==> src/rtl/srSeqPkg.sv <==
`timescale 1ns/1ps
package srSeqPkg;

  typedef enum logic [2:0] {
    ST_IDLE,
    ST_ODT_OFF,
    ST_ENTER,
    ST_IN_SR,
    ST_CLK_WAIT,
    ST_EXIT_WAIT,
    ST_NEED_REF
  } srState_e;

  typedef enum logic [1:0] {
    LD_NONE,
    LD_ODT,
    LD_CKE,
    LD_CLK
  } mainLoad_e;

  // strobes from control to timer datapath
  typedef struct packed {
    mainLoad_e mainLoad;
    logic      mainDec;
    logic      exitLoad;
    logic      exitDec;
  } dpCtrl_t;

  // status from timer datapath back to control
  typedef struct packed {
    logic mainZero;
    logic mainOne;
    logic readZero;
    logic cmdZero;
  } dpStat_t;

endpackage

==> src/rtl/sr_seq_timer.sv <==
`timescale 1ns/1ps
module sr_seq_timer
  import srSeqPkg::*;
#(
  parameter int ODT_OFF_CYC = 2,
  parameter int CKE_MIN_CYC = 3,
  parameter int STABLE_CYC  = 4,
  parameter int XSRD_CYC    = 12,
  parameter int XSNR_CYC    = 8
) (
  input  logic    clk,
  input  logic    rstN,
  input  dpCtrl_t dpCtrl,
  output dpStat_t dpStat
);

  localparam int MAIN_MAX = (ODT_OFF_CYC > CKE_MIN_CYC)
                          ? ((ODT_OFF_CYC > STABLE_CYC) ? ODT_OFF_CYC : STABLE_CYC)
                          : ((CKE_MIN_CYC > STABLE_CYC) ? CKE_MIN_CYC : STABLE_CYC);
  localparam int MW = $clog2(MAIN_MAX + 1);
  localparam int EXIT_MAX = (XSRD_CYC > XSNR_CYC) ? XSRD_CYC : XSNR_CYC;
  localparam int EW = $clog2(EXIT_MAX + 1);

  localparam logic [MW-1:0] ODT_V  = MW'(ODT_OFF_CYC);
  localparam logic [MW-1:0] CKE_V  = MW'(CKE_MIN_CYC - 1);
  localparam logic [MW-1:0] STAB_V = MW'(STABLE_CYC - 1);

  logic [MW-1:0] mainCnt;

  always_ff @(posedge clk) begin
    if (!rstN) begin
      mainCnt <= '0;
    end else begin
      unique case (dpCtrl.mainLoad)
        LD_ODT:  mainCnt <= ODT_V;
        LD_CKE:  mainCnt <= CKE_V;
        LD_CLK:  mainCnt <= STAB_V;
        default: if (dpCtrl.mainDec && mainCnt != '0) mainCnt <= mainCnt - 1'b1;
      endcase
    end
  end

  assign dpStat.mainZero = (mainCnt == '0);
  assign dpStat.mainOne  = (mainCnt == MW'(1));

  // two post-exit delay counters: index 0 = read delay, 1 = non-read delay
  logic [1:0] exitZero;

  for (genvar gi = 0; gi < 2; gi++) begin : gExitCnt
    localparam logic [EW-1:0] INIT_V = (gi == 0) ? EW'(XSRD_CYC) : EW'(XSNR_CYC);
    logic [EW-1:0] cnt;

    always_ff @(posedge clk) begin
      if (!rstN) begin
        cnt <= '0;
      end else if (dpCtrl.exitLoad) begin
        cnt <= INIT_V;
      end else if (dpCtrl.exitDec && cnt != '0) begin
        cnt <= cnt - 1'b1;
      end
    end

    assign exitZero[gi] = (cnt == '0);

    // once a delay has expired it stays expired until the next exit
    assert_ok_sticky_R9: assert property (@(posedge clk) disable iff (!rstN)
      (!dpCtrl.exitLoad && cnt == '0) |=> (cnt == '0));
  end

  assign dpStat.readZero = exitZero[0];
  assign dpStat.cmdZero  = exitZero[1];

endmodule

==> src/rtl/sr_seq_ctrl.sv <==
`timescale 1ns/1ps
module sr_seq_ctrl
  import srSeqPkg::*;
(
  input  logic    clk,
  input  logic    rstN,
  input  logic    enterReq,
  input  logic    exitReq,
  input  logic    banksIdle,
  input  logic    clkStable,
  input  logic    refreshDone,
  input  logic    odtWant,
  input  dpStat_t dpStat,
  output dpCtrl_t dpCtrl,
  output logic    cke,
  output logic    odt,
  output logic    csN,
  output logic    rasN,
  output logic    casN,
  output logic    weN,
  output logic    clkStopOk,
  output logic    busy,
  output logic    readOk,
  output logic    cmdOk
);

  srState_e state, nextState;
  logic enterPend, exitPend;
  logic enterAny, exitAny;

  assign enterAny = enterReq || enterPend;
  assign exitAny  = exitReq || exitPend;

  always_comb begin
    nextState       = state;
    dpCtrl.mainLoad = LD_NONE;
    dpCtrl.mainDec  = 1'b0;
    dpCtrl.exitLoad = 1'b0;
    dpCtrl.exitDec  = 1'b0;
    unique case (state)
      ST_IDLE: begin
        if (enterAny && banksIdle) begin
          nextState       = ST_ODT_OFF;
          dpCtrl.mainLoad = LD_ODT;
        end
      end
      ST_ODT_OFF: begin
        dpCtrl.mainDec = 1'b1;
        if (dpStat.mainOne || dpStat.mainZero) nextState = ST_ENTER;
      end
      ST_ENTER: begin
        nextState       = ST_IN_SR;
        dpCtrl.mainLoad = LD_CKE;
      end
      ST_IN_SR: begin
        dpCtrl.mainDec = 1'b1;
        if (exitAny && dpStat.mainZero) begin
          nextState       = ST_CLK_WAIT;
          dpCtrl.mainLoad = LD_CLK;
        end
      end
      ST_CLK_WAIT: begin
        if (!clkStable) begin
          dpCtrl.mainLoad = LD_CLK;
        end else if (dpStat.mainZero) begin
          nextState       = ST_EXIT_WAIT;
          dpCtrl.exitLoad = 1'b1;
        end else begin
          dpCtrl.mainDec = 1'b1;
        end
      end
      ST_EXIT_WAIT: begin
        dpCtrl.exitDec = 1'b1;
        if (dpStat.readZero && dpStat.cmdZero) nextState = ST_NEED_REF;
      end
      ST_NEED_REF: begin
        if (refreshDone) nextState = ST_IDLE;
      end
      default: nextState = ST_IDLE;
    endcase
  end

  always_ff @(posedge clk) begin
    if (!rstN) begin
      state     <= ST_IDLE;
      enterPend <= 1'b0;
      exitPend  <= 1'b0;
    end else begin
      state <= nextState;
      if (state == ST_IDLE && nextState == ST_ODT_OFF)
        enterPend <= 1'b0;
      else if (enterReq && (state == ST_IDLE || state == ST_EXIT_WAIT || state == ST_NEED_REF))
        enterPend <= 1'b1;
      if (state == ST_IN_SR && nextState == ST_CLK_WAIT)
        exitPend <= 1'b0;
      else if (exitReq && (state == ST_ENTER || state == ST_IN_SR))
        exitPend <= 1'b1;
    end
  end

  // pin and handshake decode
  always_comb begin
    cke       = !(state == ST_ENTER || state == ST_IN_SR || state == ST_CLK_WAIT);
    clkStopOk = (state == ST_IN_SR);
    busy      = !(state == ST_IDLE || state == ST_NEED_REF);
    {csN, rasN, casN, weN} = 4'b1111;
    if (state == ST_ENTER)     {csN, rasN, casN, weN} = 4'b0001;
    if (state == ST_EXIT_WAIT) {csN, rasN, casN, weN} = 4'b0111;
    if (!busy) begin
      readOk = 1'b1;
      cmdOk  = 1'b1;
    end else if (state == ST_EXIT_WAIT) begin
      readOk = dpStat.readZero;
      cmdOk  = dpStat.cmdZero;
    end else begin
      readOk = 1'b0;
      cmdOk  = 1'b0;
    end
    odt = odtWant && readOk;
  end

  // the entry command always travels with cke low
  assert_entry_cke_R4: assert property (@(posedge clk) disable iff (!rstN)
    (!csN && !rasN && !casN && weN) |-> !cke);

  // termination already off in the cycle before the entry command
  assert_odt_guard_R3: assert property (@(posedge clk) disable iff (!rstN)
    (!csN && !rasN && !casN && weN) |-> (!$past(odt) && !odt));

  // residency counter not yet expired keeps cke low next cycle
  assert_cke_min_R5: assert property (@(posedge clk) disable iff (!rstN)
    (state == ST_IN_SR && !dpStat.mainZero) |=> !cke);

  // clock may only stop while cke is low and pins deselected
  assert_clkstop_R6: assert property (@(posedge clk) disable iff (!rstN)
    clkStopOk |-> (!cke && csN));

  // cke rises only after a stable clock was seen
  assert_restart_R7: assert property (@(posedge clk) disable iff (!rstN)
    $rose(cke) |-> $past(clkStable));

  // first exit cycle keeps the pins owned and commands blocked
  assert_exit_busy_R8: assert property (@(posedge clk) disable iff (!rstN)
    $rose(cke) |-> (busy && !readOk && !cmdOk));

  // no entry starts while refresh after exit is outstanding
  assert_refresh_gate_R10: assert property (@(posedge clk) disable iff (!rstN)
    (state == ST_NEED_REF && !refreshDone) |=> !busy);

endmodule

==> src/rtl/sr_seq_top.sv <==
`timescale 1ns/1ps
module sr_seq_top
  import srSeqPkg::*;
#(
  parameter int ODT_OFF_CYC = 2,
  parameter int CKE_MIN_CYC = 3,
  parameter int STABLE_CYC  = 4,
  parameter int XSRD_CYC    = 12,
  parameter int XSNR_CYC    = 8
) (
  input  logic clk,
  input  logic rstN,
  input  logic enterReq,
  input  logic exitReq,
  input  logic banksIdle,
  input  logic clkStable,
  input  logic refreshDone,
  input  logic odtWant,
  output logic cke,
  output logic odt,
  output logic csN,
  output logic rasN,
  output logic casN,
  output logic weN,
  output logic clkStopOk,
  output logic busy,
  output logic readOk,
  output logic cmdOk
);

  dpCtrl_t dpCtrl;
  dpStat_t dpStat;

  sr_seq_ctrl uCtrl (
    .clk        (clk),
    .rstN       (rstN),
    .enterReq   (enterReq),
    .exitReq    (exitReq),
    .banksIdle  (banksIdle),
    .clkStable  (clkStable),
    .refreshDone(refreshDone),
    .odtWant    (odtWant),
    .dpStat     (dpStat),
    .dpCtrl     (dpCtrl),
    .cke        (cke),
    .odt        (odt),
    .csN        (csN),
    .rasN       (rasN),
    .casN       (casN),
    .weN        (weN),
    .clkStopOk  (clkStopOk),
    .busy       (busy),
    .readOk     (readOk),
    .cmdOk      (cmdOk)
  );

  sr_seq_timer #(
    .ODT_OFF_CYC(ODT_OFF_CYC),
    .CKE_MIN_CYC(CKE_MIN_CYC),
    .STABLE_CYC (STABLE_CYC),
    .XSRD_CYC   (XSRD_CYC),
    .XSNR_CYC   (XSNR_CYC)
  ) uTimer (
    .clk   (clk),
    .rstN  (rstN),
    .dpCtrl(dpCtrl),
    .dpStat(dpStat)
  );

endmodule

==> config.mk <==
export PLATFORM = sky130hd
export DESIGN_NAME = sr_seq_top
export DESIGN_NICKNAME = d
export VERILOG_FILES = /design/src/rtl/srSeqPkg.sv /design/src/rtl/sr_seq_timer.sv /design/src/rtl/sr_seq_ctrl.sv /design/src/rtl/sr_seq_top.sv
export SDC_FILE = /design/constraint.sdc
export NUM_CORES = 1
export LEC_CHECK = 0
export BUFFER_PORTS_ARGS = -buffer_cell sky130_fd_sc_hd__buf_2
export CAP_MARGIN = 20
export CORE_MARGIN = 1
export CORE_UTILIZATION = 60
export CTS_CLUSTER_DIAMETER = 50
export DETAILED_ROUTE_END_ITERATION = 8
export PLACE_DENSITY = 0.84
export SLEW_MARGIN = 10
export SYNTH_ARGS = -nofsm -noshare
export SYNTH_HDL_FRONTEND = slang
export SYNTH_SLANG_ARGS = --single-unit
==> constraint.sdc <==
create_clock -name clk -period 3.3 [get_ports clk]
set_input_delay 0.66 -clock clk [delete_from_list [all_inputs] [get_ports clk]]
set_output_delay 0.66 -clock clk [all_outputs]
set_load 0.01 [all_outputs]
==> results.yml, run 1 <==
cts:
  clock-root-buffer: "sky130_fd_sc_hd__clkbuf_4"
  clock_latency_ns: 0.30
  htree_levels: 1
  cts.clk_slew.worst_paths_ns: 0.10
  cts_resized: 0
  postCtsSetupRepairBufs: 0
  cts_tree: "done"
  clock_path_buffers: 2
  clkSinkCount: 16
  post_cts_hold_buffer_count: 0
  numCtsBuffers: 3
timing:
  fin_hold_ws_ns: 0.4851
  final_min_period_over_clock_period_pct: 76.69
  final.setup.worst_slack_ns: 0.7692
  timing.final.crit_period_ns: 2.531
  rsz0062_at_grt: "no"
  number_of_hold_slack_violations_in_the_final_timing_report: 0
  max_slew_vio_count: 0
  setup_viol: 0
  totalNegativeSetupSlack_ns: 0
  fin_skew_ns: 0.008080
  fmax_ghz: 0.3951
power:
  power.density_nw_per_um2: 671.4
  total_leakage_power_nw: 0.5249
  sw_frac_of_total_pct: 41.71
  peakVddDrop_v: 0.0003741
  seqPwrFrac_pct: 31.5
  p_switching_mw: 0.3585
  combPwrFrac_pct: 52.8
  clockPowerShare_pct: 15.7
  post-layout-total-power_mw: 0.8594
  cellInternalPower_mw: 0.5010
routing:
  postRouteWirelength_um: 2371
  routed_wl_per_cell_um: 14.03
  detail-route-antenna-nets: 0
  drt-pass1-iter-count: 4
  route.detailed.drc: 0
  vias_per_cell: 5.698
  routed-via-count: 963
  first_iter_violations: 41
logic_synthesis:
  synthesis.area_um2: 1171
  synth_edf_count: 0
  yosys.cell_types.count: 48
  ys_dominant_reg_cell: "sky130_fd_sc_hd__dfxtp_1"
  most_numerous_cell_in_the_yosys_netlist: "sky130_fd_sc_hd__dfxtp_1"
  syn-instance-count: 129
  synth_top_area_share_pct: 27.35
  yosysWarnings: 0
  syn_avg_cell_area_um2: 9.078
  top_cell_types_by_occurrence_after_synthesis: "sky130_fd_sc_hd__dfxtp_1 (16), sky130_fd_sc_hd__nor2_1 (12), sky130_fd_sc_hd__a21oi_1 (10)"
  postSynth.asyncResetShare_pct: 0
  synth_seq_area_share_pct: 27.35
  syn-num-nets: 146
  synth.top_cells.by_area: "sky130_fd_sc_hd__dfxtp_1 (27%), sky130_fd_sc_hd__ha_1 (9.6%), sky130_fd_sc_hd__a21oi_1 (4.3%)"
  yosys.area.top_type: "sky130_fd_sc_hd__dfxtp_1"
  yosys_register_bits: 16
global_route:
  gr-total-overflow: 0
  grt_pass1_wl_um: 3891
  grt_pass1_vias: 935
  grt_use_total_pct: 25.06
  antenna_violations_before_repair: 0
  grt_max_degree: 13
finish:
  design.final.nets: 162
  area_delta_synth_final_pct: 9.295
  drive_gt1_share_pct: 27.08
  final_design_area_no_fill_um2: 1280
  antenna-diode-count: 0
floorplan:
  core_area_um2: 1783
  floorplan.die.height_um: 46.18
  num_io_pins: 18
  num_rows: 15
  die_area_um2: 2133
  die_width_um: 46.18
  starting_density_of_the_core_pct: 65.68
placement:
  gp_congestion: 0.8262
  place_worst_setup_slack_ns: 0.7249
  post-dp-hpwl_um: 1753
  detailed_place.area_um2: 1244
  port-buffer-count: 16
worst_setup_path:
  worstSetupStartpointType: "register"
  cp.required_ns: 3.49
  reg2reg_end: "uTimer.mainCnt[0]"
  reg2reg_setup_slack_ns: 0.77
  setup.worst_path.end: "uTimer.mainCnt[0]"
  r2r_start: "uTimer.mainCnt[0]"
  cp_max_fanout: 5
  setup.worst_path.class: "register to register"
  cp_data_arrival_time_ns: 2.72
  depth_of_the_worst_register_to_register_path: 11
  cp-end-kind: "register"
  setup.worst_path.start: "uTimer.mainCnt[0]"
job:
  max_cap_violations: 0
min_path:
  worst_hold_path_type: "register to register"
run_status:
  run_status: "complete, no violations"
## power groups by stage
stage	combinational (mW)	clock (mW)	sequential, mW
floorplan	0.382	0	0.240
global placement	0.433	0	0.271
detailed placement	0.449	0	0.272
CTS	0.451	0.135	0.269
global route	0.508	0.144	0.276
finish	0.454	0.135	0.271
## cell type report
| cell class | count | area [µm²] |
|---|---|---|
| clock buffers | 4 | 36.28 |
| fillers | 130 | 503.0 |
| inverters | 10 | 37.54 |
| multi-input cells | 98 | 774.5 |
| flip-flops and latches | 16 | 320.3 |
| well taps | 25 | 31.28 |
| repair buffers | 16 | 80.08 |
## sequential cells by signal, indices dropped and copies added, names as in the netlist
name,flops
uTimer.gExitCnt.cnt,8
uCtrl.state,3
uTimer.mainCnt,3
uCtrl.enterPend,1
uCtrl.exitPend,1
## metrics by stage
step / std cells / util [%]
finish: 169 / 71.79
global route: 169 / 71.79
CTS: 169 / 71.79
detailed placement: 165 / 69.75
global placement: 165 / 69.75
floorplan: 129 / -
## critical path: stages, from the launching register on
cell	delay, ns
sky130_fd_sc_hd__dfxtp_1	0.37
sky130_fd_sc_hd__inv_1	0.09
sky130_fd_sc_hd__ha_1	0.23
sky130_fd_sc_hd__nor2b_1	0.16
sky130_fd_sc_hd__o21ai_0	0.13
sky130_fd_sc_hd__nor2_1	0.13
sky130_fd_sc_hd__or3_1	0.33
sky130_fd_sc_hd__ha_1	0.24
sky130_fd_sc_hd__nor4b_2	0.37
sky130_fd_sc_hd__a31oi_4	0.08
sky130_fd_sc_hd__a31oi_1	0.19
sky130_fd_sc_hd__a21oi_1	0.09
## how the worst min path moves through the flow
stage | startpoint | end | slack, ns | cells after the start
2_1_floorplan | uCtrl.enterPend | uCtrl.enterPend | 0.43 | 2
3_3_place_gp | uCtrl.enterPend | uCtrl.enterPend | 0.45 | 2
3_5_place_dp | uCtrl.enterPend | uCtrl.enterPend | 0.46 | 2
4_1_cts | uCtrl.enterPend | uCtrl.enterPend | 0.48 | 2
5_1_grt | uCtrl.enterPend | uCtrl.enterPend | 0.48 | 2
6_report | uCtrl.enterPend | uCtrl.enterPend | 0.49 | 2
## cells by family (layout without fill, tap and decap cells)
group	count (synthesis)	in the layout	share of synthesized area [%]
buffers and inverters	15	30	6.516
other	1	1	0.3202
xor gates and xnor gates	5	5	3.740
DFF	16	16	27.35
muxes	2	2	1.709
AOI/OAI and AO/OA	28	28	18.80
adders and majority gates	9	9	9.616
and+or+nand+nor	53	53	31.94
## cell usage in the layout (no fill, tap or decap), drive strengths merged, types with 3 or more instances in the layout
master	synthesis	routed
and2	3	3
inv	9	9
nand2b	3	3
nand2	10	10
clkbuf	0	4
buf	5	16
ha	9	9
nor2	15	15
a31oi	3	3
a211oi	3	3
a21oi	10	10
dfxtp	16	16
o21ai	4	4
nor2b	4	4
xnor2	3	3
## routing by layer
layer	part of all wire (%)	wire length, µm	GRT usage, %
met1	46	1090	28.91
met2	49	1161	44.79
met3	3.3	78	4.314
met4	1.7	41	10.59
met5	0	0	0
(Power assumes the default switching activity.)
==> inputs of run 2 (changes only) <==
--- a/config.mk
+++ b/config.mk
@@ -5,13 +5,14 @@
 export SDC_FILE = /design/constraint.sdc
 export NUM_CORES = 1
 export LEC_CHECK = 0
+export ABC_AREA = 1
 export BUFFER_PORTS_ARGS = -buffer_cell sky130_fd_sc_hd__buf_2
 export CAP_MARGIN = 20
 export CORE_MARGIN = 1
-export CORE_UTILIZATION = 60
+export CORE_UTILIZATION = 49
 export CTS_CLUSTER_DIAMETER = 50
 export DETAILED_ROUTE_END_ITERATION = 8
-export PLACE_DENSITY = 0.84
+export PLACE_DENSITY = 0.74
 export SLEW_MARGIN = 10
 export SYNTH_ARGS = -nofsm -noshare
 export SYNTH_HDL_FRONTEND = slang
==> constraint.sdc (replaced) <==
create_clock -name clk -period 2.1 [get_ports clk]
set_input_delay 0.42 -clock clk [delete_from_list [all_inputs] [get_ports clk]]
set_output_delay 0.42 -clock clk [all_outputs]
set_load 0.01 [all_outputs]
==> run 2 against run 1 <==
  * Die area up 15%
  * Setup slack worse by 0.59 ns
  * Synthesized cell count up 30%
==> results.yml, run 2 <==
run_status:
  run_status: "complete, no violations"
timing:
  fin_skew_ns: 0.008793
  final.setup.worst_slack_ns: 0.1820
  fmax_ghz: 0.5214
  number_of_hold_slack_violations_in_the_final_timing_report: 0
  setup_viol: 0
  final_min_period_over_clock_period_pct: 91.33
  timing.final.crit_period_ns: 1.918
  max_slew_vio_count: 0
global_route:
  antenna_violations_before_repair: 0
  grt_max_degree: 11
  grt_pass1_vias: 973
  gr-total-overflow: 0
  grt_use_total_pct: 19.99
  grt_pass1_wl_um: 3822
finish:
  number_of_flip_flops_under_the_largest_register_name: 8
  design.final.nets: 205
  layout_commonest_cell: "sky130_fd_sc_hd__nand2_1"
  mostFrequentLayoutCells: "sky130_fd_sc_hd__nand2_1 (32), sky130_fd_sc_hd__nor2_1 (28), sky130_fd_sc_hd__inv_1 (25), sky130_fd_sc_hd__buf_2 (16), sky130_fd_sc_hd__dfxtp_1 (14)"
  area_delta_synth_final_pct: 14.50
  utilization_pct: 61.95
  fin_cells: 214
  antenna-diode-count: 0
  max_flop_register: "uTimer.gExitCnt.cnt"
  drive_gt1_share_pct: 18.72
  largest_registers: "uTimer.gExitCnt.cnt (8), uCtrl.state (3), uTimer.mainCnt (3)"
  n_fill_cell: 198
routing:
  met2_length_um: 1051
  postRouteWirelength_um: 2220
  route.detailed.drc: 0
  routed-via-count: 1058
  route.top_layer_used: "met4"
  routed_wl_per_cell_um: 10.37
  wl_met3_um: 98
  vias_per_cell: 4.944
  drt-pass1-iter-count: 4
  met1Wirelength_um: 1047
  first_iter_violations: 32
  detail-route-antenna-nets: 0
worst_setup_path:
  worstSetupStartpointType: "register"
  setup.worst_path.start: "uTimer.gExitCnt[1].cnt[0]"
  cp.required_ns: 1.68
  cp_data_arrival_time_ns: 1.50
  r2r_start: "uTimer.mainCnt[0]"
  cp_max_fanout: 4
  depth_of_the_worst_register_to_register_path: 12
  delay_contributed_by_the_slowest_stage_of_the_critical_path_ns: 0.32
  cp-end-kind: "output pin"
  setup.worst_path.class: "register to output pin"
  reg2reg_setup_slack_ns: 0.21
  cp_num_buf_inv: 3
  critPathSlowestCell: "sky130_fd_sc_hd__dfxtp_1"
  setup.worst_path.end: "cmdOk"
  reg2reg_end: "uTimer.mainCnt[1]"
  critical-path-top-cell-by-count: "sky130_fd_sc_hd__inv_1"
  critical_path_depth: 7
  worst_path_dominant_cell_family: "simple AND/OR/NAND/NOR gates"
  critical_path.cell_chain: "inv_1 -> ha_1 -> nand3_1 -> nor2_1 -> inv_1 -> nand2_1 -> buf_2"
power:
  total_leakage_power_nw: 0.6298
  peakVddDrop_v: 0.0006164
  power.density_nw_per_um2: 1007
logic_synthesis:
  yosys_register_bits: 16
  most_numerous_cell_in_the_yosys_netlist: "sky130_fd_sc_hd__nand2_1"
  top_cell_types_by_occurrence_after_synthesis: "sky130_fd_sc_hd__nand2_1 (32), sky130_fd_sc_hd__nor2_1 (29), sky130_fd_sc_hd__inv_1 (25), sky130_fd_sc_hd__dfxtp_1 (16), sky130_fd_sc_hd__a21oi_1 (13)"
  postSynth.asyncResetShare_pct: 0
  syn-num-nets: 185
  yosys.cell_types.count: 27
  yosys.area.top_type: "sky130_fd_sc_hd__dfxtp_1"
  synth.top_cells.by_area: "sky130_fd_sc_hd__dfxtp_1 (29%), sky130_fd_sc_hd__nand2_1 (11%), sky130_fd_sc_hd__ha_1 (10%)"
  synth_edf_count: 0
  syn-instance-count: 168
  ys_dominant_reg_cell: "sky130_fd_sc_hd__dfxtp_1"
  synth_top_area_share_pct: 28.99
  synthesis.area_um2: 1105
  syn_avg_cell_area_um2: 6.576
  synth_seq_area_share_pct: 28.99
  yosysWarnings: 0
cts:
  htree_levels: 1
  postCtsSetupRepairBufs: 0
  clock-root-buffer: "sky130_fd_sc_hd__clkbuf_4"
  clock_path_buffers: 2
  clkSinkCount: 16
  cts.clk_slew.worst_paths_ns: 0.10
  clock_latency_ns: 0.30
  cts_tree: "done"
  numCtsBuffers: 3
floorplan:
  num_rows: 16
  starting_density_of_the_core_pct: 54.11
  core_area_um2: 2042
  die_width_um: 49.49
  num_io_pins: 18
  die_area_um2: 2449
  floorplan.die.height_um: 49.49
job:
  max_cap_violations: 0
placement:
  post-dp-hpwl_um: 1726
  gp_congestion: 0.8301
  port-buffer-count: 16
  placed_cells: 210
  place_worst_setup_slack_ns: 0.1415
min_path:
  cells_on_worst_hold_path: 3
  worst_hold_path_type: "primary input to register"
run 2: layout make-up:
cell class / instances / area (µm²) / area share [%]
Inverter: 29 / 113.9 / 9.001
Tap cell: 27 / 33.78 / 2.671
Timing Repair Buffer: 17 / 87.58 / 6.924
Clock buffer: 4 / 36.28 / 2.868
Multi-Input combinational cell: 121 / 670.6 / 53.02
Sequential cell: 16 / 322.8 / 25.52
run 2: how the worst min path moves through the flow:
stage	startpoint	endpoint	slack, ns
after global routing	rstN	uCtrl.state[1]	0.35
after CTS	rstN	uCtrl.state[1]	0.34
after global placement	uTimer.gExitCnt[0].cnt[0]	uTimer.gExitCnt[0].cnt[0]	0.45
final	rstN	uCtrl.state[1]	0.35
after detailed placement	uTimer.gExitCnt[1].cnt[0]	uTimer.gExitCnt[1].cnt[0]	0.46
after floorplan	uTimer.gExitCnt[1].cnt[0]	uTimer.gExitCnt[1].cnt[0]	0.44
run 2: repair_timing:
item                       in CTS  in global routing
gates resized for setup         0                  5
hold buffers                    0                  0
setup endpoints to repair       0                  4
run 2: tightest hold or removal path, cell delays in order:
cell and delay (ns):
sky130_fd_sc_hd__buf_2 0.11, sky130_fd_sc_hd__nand2_1 0.05, sky130_fd_sc_hd__inv_1 0.04
run 2: logic make-up after synthesis:
family                     share of synthesized area (%)
and+or+nand+nor                                    36.13
buffers and inverters                              11.66
AOI/OAI and AO/OA                                  10.31
DFF                                                28.99
adders and majority gates                          10.19
xor gates and xnor gates                           2.379
other                                             0.3394
run 2: per-layer routing:
layer	vias up	global-route usage, %
met1	464	23.68
met3	4	3.704
met2	25	36.30
met5	-	0
li1	565	-
met4	0	5.714
run 2: power by group:
group	switching (mW)	internal (mW)	total (mW)
sequential	0.0506	0.352	0.402
combinational	0.398	0.258	0.656
clock	0.110	0.106	0.216
total	0.559	0.715	1.27
run 2: per-stage QoR:
step | hold slack [ns] | cell area, µm² | power (mW) | setup TNS, ns
CTS | 0.3437 | 1247 | 1.245 | 0
detailed placement | 0.4562 | 1211 | 1.032 | 0
global route | 0.3502 | 1265 | 1.398 | -0.001592
global placement | 0.4516 | 1211 | 1.013 | 0
finish | 0.3516 | 1265 | 1.274 | 0
floorplan | 0.4434 | 1105 | 0.8596 | 0
